===== src/rtl/dbw_pkg.sv =====
package dbw_pkg;
  localparam int unsigned REG_LOWER     = 0;
  localparam int unsigned REG_UPPER     = 1;
  localparam int unsigned REG_MODE      = 2;
  localparam int unsigned REG_ENABLE    = 3;
  localparam int unsigned REG_SLOT_BASE = 4;

  typedef enum logic {
    CMP_FULL = 1'b0,
    CMP_PAGE = 1'b1
  } cmp_mode_e;
endpackage


===== src/rtl/dbw_cfg_regs.sv =====
module dbw_cfg_regs
  import dbw_pkg::*;
#(
  parameter int unsigned ADDR_W    = 26,
  parameter int unsigned NUM_SLOTS = 8,
  parameter int unsigned DATA_W    = 32,
  parameter int unsigned SEL_W     = 4,
  parameter logic [ADDR_W-1:0] LOWER_RST = 'h12,
  parameter logic [ADDR_W-1:0] UPPER_RST = 'h3FFFFF
) (
  input  logic                                clk,
  input  logic                                rst_n,
  input  logic                                cfg_we,
  input  logic [SEL_W-1:0]                    cfg_sel,
  input  logic [DATA_W-1:0]                   cfg_wdata,
  output logic [ADDR_W-1:0]                   lower_q,
  output logic [ADDR_W-1:0]                   upper_q,
  output cmp_mode_e                           mode_q,
  output logic [NUM_SLOTS-1:0]                en_q,
  output logic [NUM_SLOTS-1:0][ADDR_W-1:0]    slot_addr_q
);
  logic                 lower_en, upper_en, mode_en, enab_en;
  logic [ADDR_W-1:0]    addr_d;
  cmp_mode_e            mode_d;
  logic [NUM_SLOTS-1:0] en_d;
  logic [NUM_SLOTS-1:0] slot_en;

  // next-state and write-enable decode
  always_comb begin
    lower_en = cfg_we && (cfg_sel == SEL_W'(REG_LOWER));
    upper_en = cfg_we && (cfg_sel == SEL_W'(REG_UPPER));
    mode_en  = cfg_we && (cfg_sel == SEL_W'(REG_MODE));
    enab_en  = cfg_we && (cfg_sel == SEL_W'(REG_ENABLE));
    addr_d   = cfg_wdata[ADDR_W-1:0];
    mode_d   = cmp_mode_e'(cfg_wdata[0]);
    en_d     = cfg_wdata[NUM_SLOTS-1:0];
  end

  always_ff @(posedge clk or negedge rst_n) begin
    if (!rst_n) begin
      lower_q <= LOWER_RST;
      upper_q <= UPPER_RST;
      mode_q  <= CMP_FULL;
      en_q    <= '0;
    end else begin
      if (lower_en) lower_q <= addr_d;
      if (upper_en) upper_q <= addr_d;
      if (mode_en)  mode_q  <= mode_d;
      if (enab_en)  en_q    <= en_d;
    end
  end

  for (genvar g = 0; g < NUM_SLOTS; g++) begin : g_slot
    assign slot_en[g] = cfg_we && (cfg_sel == SEL_W'(REG_SLOT_BASE + g));

    always_ff @(posedge clk or negedge rst_n) begin
      if (!rst_n)          slot_addr_q[g] <= '0;
      else if (slot_en[g]) slot_addr_q[g] <= addr_d;
    end
  end
endmodule


===== src/rtl/dbw_range_check.sv =====
module dbw_range_check
  import dbw_pkg::*;
#(
  parameter int unsigned ADDR_W = 26,
  parameter int unsigned OFFS_W = 10
) (
  input  logic [ADDR_W-1:0] addr,
  input  logic [ADDR_W-1:0] lower,
  input  logic [ADDR_W-1:0] upper,
  input  cmp_mode_e         mode,
  output logic              in_range
);
  logic full_hit, page_hit;

  always_comb begin
    full_hit = (addr >= lower) && (addr <= upper);
    page_hit = (addr[OFFS_W-1:0] >= lower[OFFS_W-1:0]) &&
               (addr[OFFS_W-1:0] <= upper[OFFS_W-1:0]);
    in_range = (mode == CMP_PAGE) ? page_hit : full_hit;
  end
endmodule


===== src/rtl/dbw_slot_match.sv =====
module dbw_slot_match #(
  parameter int unsigned ADDR_W    = 26,
  parameter int unsigned NUM_SLOTS = 8
) (
  input  logic                             clk,
  input  logic                             rst_n,
  input  logic                             db_valid,
  input  logic [ADDR_W-1:0]                db_addr,
  input  logic [NUM_SLOTS-1:0]             en,
  input  logic [NUM_SLOTS-1:0][ADDR_W-1:0] slot_addr,
  output logic [NUM_SLOTS-1:0]             start_q
);
  logic [NUM_SLOTS-1:0] hit;
  logic [NUM_SLOTS-1:0] grant;
  logic [NUM_SLOTS-1:0] start_d;
  logic                 found;

  for (genvar g = 0; g < NUM_SLOTS; g++) begin : g_hit
    assign hit[g] = en[g] && (slot_addr[g] == db_addr);
  end

  // lowest index wins
  always_comb begin
    grant = '0;
    found = 1'b0;
    for (int i = 0; i < NUM_SLOTS; i++) begin
      if (hit[i] && !found) begin
        grant[i] = 1'b1;
        found    = 1'b1;
      end
    end
    start_d = db_valid ? grant : '0;
  end

  always_ff @(posedge clk or negedge rst_n) begin
    if (!rst_n) start_q <= '0;
    else        start_q <= start_d;
  end
endmodule


===== src/rtl/dbw_wake_flag.sv =====
module dbw_wake_flag (
  input  logic clk,
  input  logic rst_n,
  input  logic set,
  input  logic clr,
  output logic flag_q
);
  logic flag_d;

  always_comb flag_d = set | (flag_q & ~clr);

  always_ff @(posedge clk or negedge rst_n) begin
    if (!rst_n) flag_q <= 1'b0;
    else        flag_q <= flag_d;
  end
endmodule


===== src/rtl/dbw_range_wake.sv =====
module dbw_range_wake
  import dbw_pkg::*;
#(
  parameter int unsigned ADDR_W    = 26,
  parameter int unsigned OFFS_W    = 10,
  parameter int unsigned NUM_SLOTS = 8,
  parameter int unsigned DATA_W    = 32,
  parameter logic [ADDR_W-1:0] LOWER_RST = 'h12,
  parameter logic [ADDR_W-1:0] UPPER_RST = 'h3FFFFF,
  localparam int unsigned SEL_W = $clog2(REG_SLOT_BASE + NUM_SLOTS)
) (
  input  logic                 clk,
  input  logic                 rst_n,
  input  logic                 db_valid,
  input  logic [ADDR_W-1:0]    db_addr,
  input  logic                 cfg_we,
  input  logic [SEL_W-1:0]     cfg_sel,
  input  logic [DATA_W-1:0]    cfg_wdata,
  input  logic                 wake_clr,
  output logic                 wake_o,
  output logic [NUM_SLOTS-1:0] slot_start_o
);
  logic [1:0]                       rst_pipe;
  logic                             rst_int_n;
  logic [ADDR_W-1:0]                lower_q, upper_q;
  cmp_mode_e                        mode_q;
  logic [NUM_SLOTS-1:0]             en_q;
  logic [NUM_SLOTS-1:0][ADDR_W-1:0] slot_addr_q;
  logic                             in_range;
  logic                             wake_set;

  // async assert, synchronous release
  always_ff @(posedge clk or negedge rst_n) begin
    if (!rst_n) rst_pipe <= 2'b00;
    else        rst_pipe <= {rst_pipe[0], 1'b1};
  end
  assign rst_int_n = rst_pipe[1];

  dbw_cfg_regs #(
    .ADDR_W(ADDR_W), .NUM_SLOTS(NUM_SLOTS), .DATA_W(DATA_W), .SEL_W(SEL_W),
    .LOWER_RST(LOWER_RST), .UPPER_RST(UPPER_RST)
  ) u_regs (
    .clk(clk), .rst_n(rst_int_n), .cfg_we(cfg_we), .cfg_sel(cfg_sel),
    .cfg_wdata(cfg_wdata), .lower_q(lower_q), .upper_q(upper_q),
    .mode_q(mode_q), .en_q(en_q), .slot_addr_q(slot_addr_q)
  );

  dbw_range_check #(.ADDR_W(ADDR_W), .OFFS_W(OFFS_W)) u_range (
    .addr(db_addr), .lower(lower_q), .upper(upper_q), .mode(mode_q),
    .in_range(in_range)
  );

  assign wake_set = db_valid && in_range;

  dbw_wake_flag u_flag (
    .clk(clk), .rst_n(rst_int_n), .set(wake_set), .clr(wake_clr),
    .flag_q(wake_o)
  );

  dbw_slot_match #(.ADDR_W(ADDR_W), .NUM_SLOTS(NUM_SLOTS)) u_slots (
    .clk(clk), .rst_n(rst_int_n), .db_valid(db_valid), .db_addr(db_addr),
    .en(en_q), .slot_addr(slot_addr_q), .start_q(slot_start_o)
  );
endmodule


===== config.mk =====
export PLATFORM = sky130hd
export DESIGN_NAME = dbw_range_wake
export DESIGN_NICKNAME = d
export VERILOG_FILES = /design/src/rtl/dbw_pkg.sv /design/src/rtl/dbw_cfg_regs.sv /design/src/rtl/dbw_range_check.sv /design/src/rtl/dbw_slot_match.sv /design/src/rtl/dbw_wake_flag.sv /design/src/rtl/dbw_range_wake.sv
export SDC_FILE = /design/constraint.sdc
export NUM_CORES = 1
export LEC_CHECK = 0
export BUFFER_PORTS_ARGS = -buffer_cell sky130_fd_sc_hd__buf_2
export CAP_MARGIN = 5
export CORE_MARGIN = 1
export CORE_UTILIZATION = 56
export DETAILED_ROUTE_END_ITERATION = 8
export PLACE_DENSITY = 0.88
export SYNTH_ARGS = -nofsm -noshare
export SYNTH_HDL_FRONTEND = slang
export SYNTH_SLANG_ARGS = --single-unit

===== constraint.sdc =====
create_clock -name clk -period 7.84 [get_ports clk]
set_input_delay 1.176 -clock clk [delete_from_list [all_inputs] [get_ports clk]]
set_output_delay 1.176 -clock clk [all_outputs]
set_load 0.05 [all_outputs]

==> flow_summary.ini <==
[logic_synthesis]
syn_inst = 1126
yosys_warnings = 0
synthAdderAreaFrac_pct = 4.579
ys_ff_latch = 280
muxShareOfSynthArea_pct = 21.32
synth_edf_count = 0
synth_async_sr_flop_share_pct = 100.0
synth_sequential_area_ratio_pct = 49.53
synth_simple_gate_area_share_pct = 5.407
synth_flop_cell = dfrtp_1
netlist_area_um2 = 14210
synth_area_leader_cell = dfrtp_1
syn-num-nets = 1245
yosysMostFrequentCell = mux2_2
synth_common_cells = 269 x mux2_2, 256 x dfrtp_1, 117 x xnor2_1
synth_top_family_by_area = multiplexers
synth_compound_area_share_pct = 2.369
synth.distinct_cells = 41
netlist.area_leader.share_pct = 45.09
syn_avg_cell_area_um2 = 12.62
synth-xor-area-share_pct = 12.76
ys_top_cells_by_area = dfrtp_1 45%, mux2_2 21%, xnor2_1 7.2%

[clock_tree]
cts_root_buf = clkbuf_16
clk_pin_slew_worst_paths_ns = 0.06
hold_buffers = 0
numCtsBuffers = 28
cts_max_path_buffers = 3
cts_tree = yes
cts_setup_buffers = 0
clkLatencyLatePin_ns = 0.56
cts_resized = 0
htreeDepth = 1
numClockSinks = 280

[worst_setup_path]
slowest_stage = nor4_1
cp-start-kind = input pin
ff2ff_setup_slack_ns = 5.16
required_ns = 8.28
cp_max_fo = 10
startpoint = db_addr[23]
cp_common_cell = nand4_1
reg2regPathDepth = 8
arrival_ns = 3.58
cp-end-kind = flip-flop
reg2reg_to = u_flag.flag_q
path_class = input pin to flip-flop
slowest_delay_ns = 0.79
path_cells = buf_2, ha_1, nand4_1, nor4_1, nand4_1, nor3_1, a21oi_1, o31ai_1
r2r_start = u_regs.upper_q[21]
endpoint = u_flag.flag_q

[outcome]
status = finished clean

[power_and_ir_drop]
vdd_ir_drop_max_mv = 0.1316
leakagePower_nw = 6.850
powerDensity_nw_per_um2 = 275.2

[sta]
finalHoldViolations = 0
relSlewSlack_pct = 28.47
finalSetupTns_ns = 0
fin_crit_ns = 3.135
slew_viol_final = 0
rsz0062_at_grt = no
clock.fmax_ghz = 0.3190
period_share_pct = 39.99
finalSetupViolations = 0
whs_ns = 0.3472
skew_ns = 0.01737
worstMarginPinSlew_ns = 1.073

[floorplan]
fp.dieW_um = 161.3
core_region_area_um2 = 24600
rows = 57
start_util_pct = 57.74
io_pins = 76
fp.dieH_um = 161.3
dieArea_um2 = 26010

[grt]
grt_pass1_wl_um = 57220
grtUsageTotal_pct = 29.77
antenna_found_initial = 1
grt_pass1_vias = 9677
grt_max_degree = 86
grt_remaining_overflow = 0

[routing]
dr.max_layer_used = met4
drtIter0Drc = 662
wirelength_um = 37470
post_drt_wl_per_cell_um = 24.86
dr_wl_met2_um = 17980
vias_per_cell = 6.128
antenna_left = 0
wl_met1_um = 14450
wl_met3_um = 3067
num_vias = 9235
dr.pass1.iters = 5
post-route-drc-count = 0

[place]
gp_congestion = 0.8663
dpl.hpwl_um = 24200
port_buffers = 69

[finish]
n_fill_cell = 1761
seq_area_um2 = 7041
multi_input_area_um2 = 6616
drive_above_1_share_pct = 35.96
syn2layout_area_growth_pct = 9.925
nets = 1281

[min_path]
hold_path_class = flip-flop to flip-flop
min_delay_path_depth = 0

[job]
max_cap_violations = 0
## cell type report
type	instances	share of cell area (%)
sequential	280	45.08
multi-input combinational	716	42.36
clock buffer	42	5.216
timing repair buffer	82	2.836
tap	324	2.596
inverter	54	1.298
clock inverter	8	0.5929
antenna	1	0.01602
## power breakdown
group          internal [mW]  switching [mW]  leakage, nW
Sequential              1.79           0.225         3.40
Combinational          0.501           0.443         3.00
Clock                  0.779           0.557        0.445
Total                   3.07            1.22         6.85
## stage by stage
stage / instances / instance area [um^2] / setup slack, ns / power (mW) / utilization (%)
global route: 1507 / 15620 / 4.542 / 4.482 / 63.47
finish: 1507 / 15620 / 4.705 / 4.298 / 63.47
CTS: 1506 / 15620 / 4.827 / 4.295 / 63.46
detailed placement: 1456 / 14710 / 4.266 / 2.950 / 59.78
floorplan: 1126 / 14210 / 3.275 / 2.706 / -
global placement: 1456 / 14710 / 4.291 / 2.880 / 59.78
## cells by family after synthesis
group / after synthesis
buffers and inverters: 130
muxes: 269
DFF: 280
xor gates and xnor gates: 207
other: 1
AOI/OAI and AO/OA: 53
and+or+nand+nor: 134
adders and majority gates: 52
## critical path, delay by kind of cell
| kind | cells | cell delay (ns) |
|---|---|---|
| buffers and inverters | 1 | 0.25 |
| AO/OA/AOI/OAI | 2 | 0.35 |
| adder cells (fa/ha/maj) | 1 | 0.37 |
| AND/OR/NAND/NOR | 4 | 1.42 |
## sequential cells by signal, summed over array words and instances, names as in the netlist
| register | count |
|---|---|
| u_regs.lower_q | 26 |
| u_flag.flag_q | 1 |
| u_slots.start_q | 8 |
| rst_pipe | 2 |
| u_regs.mode_q | 1 |
| u_regs.slot_addr_q | 208 |
| u_regs.upper_q | 26 |
| u_regs.en_q | 8 |
## layer usage
layer | global-route usage (%) | up-vias
li1 | - | 3957
met1 | 37.29 | 4713
met2 | 48.63 | 438
met3 | 6.009 | 127
met4 | 16.21 | 0
met5 | 0 | -
## layout by cell type (no fill, tap or decap), types with 7 or more instances in the layout
cell type  netlist  layout
nor4_1          26      26
mux2_2         269     269
dfstp_2         24      24
inv_1           54      54
ha_1            52      52
nand4_1         42      42
clkbuf_16        0      29
a21oi_1         23      23
buf_4            3      13
a21o_1           7       7
nor3_1          14      14
xnor2_1        117     117
dfrtp_1        256     255
buf_2           44      69
o21ai_0         10      10
xor2_1          90      90
clkbuf_1         9       9
nand2_1         12      12
## worst min path at each step
stage,from,to
floorplan,rst_pipe[0],rst_pipe[1]
global placement,rst_pipe[0],rst_pipe[1]
detailed placement,rst_pipe[0],rst_pipe[1]
CTS,rst_pipe[0],rst_pipe[1]
global route,rst_pipe[0],rst_pipe[1]
finish,rst_pipe[0],rst_pipe[1]
(Power assumes the default switching activity.)
